==> src/rtl/eeprom_wp_status.sv <==
module eeprom_wp_status #(
  parameter int ADDR_W     = 9,
  parameter int CNT_W      = 8,
  parameter int TWR_CYCLES = 5000,
  localparam int TMR_W     = $clog2(TWR_CYCLES + 1)
) (
  input  logic              clk,
  input  logic              rst_n,
  input  logic              wp_n_i,
  input  logic              wren_i,
  input  logic              wrdi_i,
  input  logic              cs_rise_i,
  input  logic              op_wrsr_i,
  input  logic              op_write_i,
  input  logic [CNT_W-1:0]  bit_cnt_i,
  input  logic [7:0]        sr_data_i,
  input  logic [ADDR_W-1:0] addr_i,
  output logic [7:0]        status_o,
  output logic              permit_o,
  output logic              busy_o
);

  logic             wel_q;
  logic [1:0]       bp_q, bp_new_q;
  logic             bp_pend_q;
  logic [TMR_W-1:0] tmr_q;

  function automatic logic in_guard(input logic [1:0] bp, input logic [ADDR_W-1:0] a);
    case (bp)
      2'b01:   return &a[ADDR_W-1 -: 2];
      2'b10:   return a[ADDR_W-1];
      2'b11:   return 1'b1;
      default: return 1'b0;
    endcase
  endfunction

  assign busy_o = (tmr_q != '0);

  wire guarded   = in_guard(bp_q, addr_i);
  wire len16     = (bit_cnt_i == CNT_W'(16));
  wire len_bytes = (bit_cnt_i >= CNT_W'(24)) && (bit_cnt_i[2:0] == 3'b000);
  wire cmd_close = cs_rise_i && !busy_o && (op_wrsr_i || op_write_i);
  wire may_write = wel_q && wp_n_i && !busy_o;
  wire sr_go     = cs_rise_i && op_wrsr_i && may_write && len16;
  wire wr_go     = cs_rise_i && op_write_i && !op_wrsr_i && may_write && len_bytes && !guarded;

  assign permit_o = may_write && !guarded;
  assign status_o = {4'b1111, bp_q, wel_q, busy_o};

  always_ff @(posedge clk or negedge rst_n) begin
    if (!rst_n)                                   wel_q <= 1'b0;
    else if (!wp_n_i)                             wel_q <= 1'b0;
    else if (!busy_o && (wrdi_i || cmd_close))    wel_q <= 1'b0;
    else if (!busy_o && wren_i)                   wel_q <= 1'b1;
  end

  always_ff @(posedge clk or negedge rst_n) begin
    if (!rst_n)                tmr_q <= '0;
    else if (sr_go || wr_go)   tmr_q <= TMR_W'(TWR_CYCLES);
    else if (busy_o)           tmr_q <= tmr_q - TMR_W'(1);
  end

  always_ff @(posedge clk or negedge rst_n) begin
    if (!rst_n) begin
      bp_q      <= 2'b00;
      bp_new_q  <= 2'b00;
      bp_pend_q <= 1'b0;
    end else if (sr_go) begin
      bp_new_q  <= sr_data_i[3:2];
      bp_pend_q <= 1'b1;
    end else if (bp_pend_q && tmr_q == TMR_W'(1)) begin
      bp_q      <= bp_new_q;
      bp_pend_q <= 1'b0;
    end
  end

  AST_WEL_ONLY_FROM_WREN: assert property (@(posedge clk) disable iff (!rst_n)
    $rose(status_o[1]) |-> $past(wren_i));

  AST_WEL_CLEARED_BY_PIN: assert property (@(posedge clk) disable iff (!rst_n)
    !wp_n_i |=> !status_o[1]);

  AST_SR_COMMIT_LEN: assert property (@(posedge clk) disable iff (!rst_n)
    ($rose(busy_o) && $past(op_wrsr_i)) |-> ($past(bit_cnt_i) == CNT_W'(16)));

  AST_COMMIT_NEEDS_ENABLE: assert property (@(posedge clk) disable iff (!rst_n)
    $rose(busy_o) |-> ($past(status_o[1]) && $past(wp_n_i)));

  AST_WRITE_NOT_GUARDED: assert property (@(posedge clk) disable iff (!rst_n)
    ($rose(busy_o) && $past(op_write_i) && !$past(op_wrsr_i)) |-> $past(permit_o));

  AST_BP_FROZEN_BUSY: assert property (@(posedge clk) disable iff (!rst_n)
    (busy_o && $past(busy_o)) |-> $stable(status_o[3:2]));

  AST_WEL_LOW_BUSY: assert property (@(posedge clk) disable iff (!rst_n)
    busy_o |-> !status_o[1]);

endmodule

==> config.mk <==
export PLATFORM = sky130hd
export DESIGN_NAME = eeprom_wp_status
export DESIGN_NICKNAME = d
export VERILOG_FILES = /design/src/rtl/eeprom_wp_status.sv
export SDC_FILE = /design/constraint.sdc
export NUM_CORES = 1
export LEC_CHECK = 0
export ABC_AREA = 1
export BUFFER_PORTS_ARGS = -buffer_cell sky130_fd_sc_hd__buf_2
export CORE_MARGIN = 3
export CORE_UTILIZATION = 46
export CTS_CLUSTER_SIZE = 30
export DETAILED_ROUTE_END_ITERATION = 16
export GPL_TIMING_DRIVEN = 0
export HOLD_SLACK_MARGIN = 0.1
export PLACE_DENSITY = 0.73
export SYNTH_ARGS = -nofsm -noshare
export SYNTH_HDL_FRONTEND = slang
export SYNTH_SLANG_ARGS = --single-unit
==> constraint.sdc <==
create_clock -name clk -period 1.62 [get_ports clk]
set_input_delay 0.243 -clock clk [delete_from_list [all_inputs] [get_ports clk]]
set_output_delay 0.243 -clock clk [all_outputs]
set_load 0.02 [all_outputs]
Yosys cells after proc, flatten, opt, wreduce, memory -nomap -nowiden
Cells that the tools add are included.

storage, ports and cells
  bits in latches = 0
  memory bits (writable) = 0
  register bits after elaboration = 19
  ROM bits = 0
  memories kept = 0
  word-level logic and storage cells = 51

cells by class
  shift-type cells = 0
  $add $sub $neg = 1
  div/mod/pow operators = 0
  reductions and logical operators = 29
  equal/unequal tests = 6
  muxes and demuxes = 8
  magnitude comparators = 1
  bitwise gates (word level) = 1
  multipliers = 0

operators with widths
  operator                 count
  $mux W13                 2
  $logic_and A1 B1 Y1      17
  $eq A13 B1 Y1 const B    1
  $reduce_bool A13 Y1      1
  $sub A13 B1 Y13 const B  1
  $eq A8 B5 Y1 const B     1
  $ge A8 B5 Y1 const B     1
  $mux W1                  5
  $eq A2 B2 Y1 const B     2
  $reduce_and A2 Y1        2
  $reduce_bool A2 Y1       2
  $logic_not A1 Y1         3
  $logic_not A3 Y1         1
  $logic_or A1 B1 Y1       3
  $ne A3 B1 Y1 const B     1
  $pmux W1 S3              1
  $eq A2 B1 Y1 const B     1
  $not A1 Y1               1

Longest topological paths before layout
  word-level depth = 8
  mapped depth = 11
  mapped depth without buffers = 10

Worst setup path after synthesis
OpenSTA, ideal clock, no wires.

  path kind = reg-to-output
  from = reg tmr_q[0]
  to = out permit_o
  path buffers = 0
  required time = 1377 ps
  arrival time = 1243 ps
  path slack = 134 ps
  stages on the path, launching flop included = 9
  cell sequence = dfrtp_1 inv_1 ha_1 nand2_1 nor2_4 nand2_4 nor2_8 nand2_2 inv_1

between the ends
  word-level cells in the longest chain between the ends = 4

RTL lines
  item                      line  text
  start: declaration        26    logic [TMR_W-1:0] tmr_q;
  start signal: assignment  59    else if (sr_go || wr_go) tmr_q <= TMR_W'(TWR_CYCLES);
  start signal: assignment  60    else if (busy_o) tmr_q <= tmr_q - TMR_W'(1);
  $reduce_bool A13 Y1       37    assign busy_o = (tmr_q != '0);
  $logic_not A1 Y1          43    wire may_write = wel_q && wp_n_i && !busy_o;
  $logic_and A1 B1 Y1       43
  $logic_and A1 B1 Y1       47    assign permit_o = may_write && !guarded;
  end: declaration          19    output logic permit_o,

No other way between the ends.

Worst setup path after layout
  from = reg tmr_q[1]
  to = out status_o[0]

between the ends
  word-level cells in the longest chain between the ends = 1

RTL lines
  item                 line  text
  $reduce_bool A13 Y1  37
  end: declaration     18    output logic [7:0] status_o,

No other way between the ends.

==> results by group <==
Detailed routing
  • Via Count: 1,196
  • Routed vias/inst: 4.88
  • Routed WL: 2940 um
  • DRC: 0
  • WL per Instance: around 12 um
  • Initial drt markers: 21
  • Antenna Nets Post-Route: 0
  • Drt first pass iters: 4

Hold path
  • Hold EP: wel_q
  • Hold Crit Start: wren_i
  • HP Class: in -> reg
  • Worst hold path cell count: 3

CTS
  • CTS Root Cell: clkbuf_4
  • Clk sinks: 19
  • CTS tree: yes
  • Reg clk slew, reported paths: 120 ps
  • Worst-Skew Late Latency: 300 ps
  • Longest Clk Path Bufs: 2
  • H-tree depth: 1
  • Num CTS Buffers: 3

Power and ir drop
  • PwrDens: 447 nW/um2
  • Clk pwr share: 0.313
  • Switching share of power: 0.235
  • Pwr Total: 783 uW
  • VDD IR-drop max: 0.392 mV
  • Leakage Power: slightly above 0.9 nW
  • Pint: 598 uW
  • Seq pwr share: 0.606
  • Switch Pwr: 184 uW
  • Combinational group share of total power: 0.082

STA
  • Minimum clock period: 1830 ps
  • Fin crit share: 1.13
  • RSZ-0062 raised after global routing: yes
  • Worst slew pin tran: between 500 and 600 ps
  • Clk_skew: 18.6 ps
  • PnR worst setup slack: -211 ps
  • Slew headroom: 0.629
  • Final setup vio count: 18
  • Final Hold Fails: 0
  • Max Fclk: 546 MHz
  • Max-slew violation count: 0
  • Setup TNS: -1590 ps

Logic synthesis
  • Ranking of synthesized cells by area: dfrtp_1 38%, nand2_1 11%, inv_1 5.4%
  • Mapped Area: 1250 um2
  • Compound-cell area share of the yosys netlist: 0.0481
  • Synth Register Bits: 19
  • Largest area contributor in the netlist: dfrtp_1
  • Adder-cell share of the synthesized area: 0.0301
  • Simple-gate share of the synthesized area: 0.376
  • Mux cell area share after synthesis: 0
  • Yosys cell types: 30
  • Synth warnings: 0
  • Post-Syn Instances: 160
  • Register area share after synthesis: 0.381
  • Post-synth top area share: 0.381
  • Largest family of logic cells by synthesized area: simple AND/OR/NAND/NOR gates
  • Synth Area in XOR/XNOR: 0.0491
  • Syn_area_per_cell: slightly below 8 um2

Worst setup path
  • CP Class: reg -> out
  • R2r worst-path depth: 12
  • R2R Setup Slk: -130 ps
  • Crit. End Element: output pin
  • Arrival time at the worst endpoint: 1590 ps
  • CP Max Fanout: 3
  • Crit start category: register
  • Data required, critical path: around 1400 ps
  • Launching point of the worst reg2reg path: tmr_q[7]
  • R2r endpoint: bp_q[0]

Final layout
  • Fillcell total: around 230
  • Cell Count, Final, Fillers Out: about 250
  • Share of cells above drive strength 1: 0.442
  • N_diodes: 0
  • Nets: approximately 250
  • Most frequent cells in the layout: 33 x nand2_1, 26 x buf_4, 23 x buf_2
  • Most common cell after layout, fill and taps aside: nand2_1
  • Area growth, synth to finish: 40.3%

GRT
  • Total congestion overflow: 0
  • Largest net degree at the start of global routing: 20
  • Initial antenna violation count: 0
  • Via count of the first global-routing pass: 1,213
  • First-pass GRT wire length: ~4700 um
  • GRT Util Overall: 0.177

Run status
  • Outcome: finished, violations left
  • Failing checks: negative setup slack

Placed design
  • Inst Count DP: between 200 and 250
  • Number of port buffers: 25
  • GP Congestion: 0.789
  • HPWL after DPL: approximately 1900 um

Die
  • # rows: 18
  • IO Pins: 43
  • DIE HEIGHT: roughly 58 um
  • Die W: 58.1 um
  • Core box area: approximately 2500 um2
  • Die Footprint: 3370 um2
  • Initial Utilization: 0.495

Job
  • Max_cap viols: 0
[kinds of logic after synthesis]
| logic type | after synthesis |
|---|---|
| flip-flops | 19 |
| XOR/XNOR | 7 |
| AO/OA/AOI/OAI | 9 |
| other | 1 |
| AND/OR/NAND/NOR | 93 |
| adder cells (fa/ha/maj) | 3 |
| buffers and inverters | 28 |
[sequential cells by signal (all words and copies together) (netlist names)]
| signal | flops |
|---|---|
| bp_new_q | 2 |
| bp_pend_q | 1 |
| bp_q | 2 |
| tmr_q | 13 |
| wel_q | 1 |
[final cells by class]
type,instances,area (um2),share of cell area
Timing Repair Buffer,48,325,0.186
Tap cell,30,37.5,0.0214
Inverter,21,83.8,0.0479
Buffer,7,63.8,0.0365
Sequential cell,19,477,0.272
Multi-Input combinational cell,116,737,0.421
Clock buffer,4,26.3,0.0150
[stage by stage]
stage	worst slack (ps)	hold WS (ps)	utilization	cell area, um2
floorplan	134	-52.6	-	1260
global placement	-5.87	201	0.563	1420
detailed placement	-47.7	209	0.563	1420
CTS	-192	174	0.650	1640
global route	-266	180	0.694	1750
finish	-211	183	0.694	1750
[critical path, cell delays in order, from the launching register on]
cell     delay, ps
dfrtp_1        420
inv_2           90
ha_4           140
nand2_4         50
nor2_4         140
nand2_4         90
buf_8          130
buf_6          100
buf_6          120
[worst max-delay path by stage]
stage	start	end	slack [ps]	depth (start not counted)
after global placement	tmr_q[0]	status_o[0]	-6	8
after CTS	tmr_q[7]	status_o[0]	-190	7
final	tmr_q[1]	status_o[0]	-210	8
after global routing	tmr_q[0]	status_o[0]	-270	8
after floorplan	tmr_q[0]	permit_o	130	8
after detailed placement	tmr_q[0]	status_o[0]	-50	8
[per-layer routing]
layer / GRT usage / part of all wire
met1: 0.199 / 0.40
met2: 0.347 / 0.54
met3: 0.0290 / 0.041
met4: 0.0331 / 0.020
met5: 0 / 0
[what timing repair did]
item,4_1_cts,5_1_grt
pin swaps,8,11
endpoints found under the setup margin,6,21
hold endpoints to repair,19,0
resized for setup,16,19
buffers inserted,18,4
hold buffers,1,0
[Yosys cell counts, drive strengths merged]
cell type and number:
xnor2 2, nand4 4, nand2 44, and2b 1
nor2 25, ha 3, conb 1, o21ai 3
dfrtp 19, nand3b 1, o21a 1, inv 19
o21bai 2, nand3 9, a21oi 3, xor2 5
nor3 6, buf 7, clkinv 2, or2 3
[power by group through the flow]
stage	combinational, mW	sequential [mW]	clock [mW]
finish	0.0638	0.474	0.245
CTS	0.0640	0.474	0.244
detailed placement	0.0620	0.483	0
floorplan	0.0261	0.483	0
global route	0.0716	0.474	0.267
global placement	0.0598	0.483	0
(Power assumes the default switching activity.)
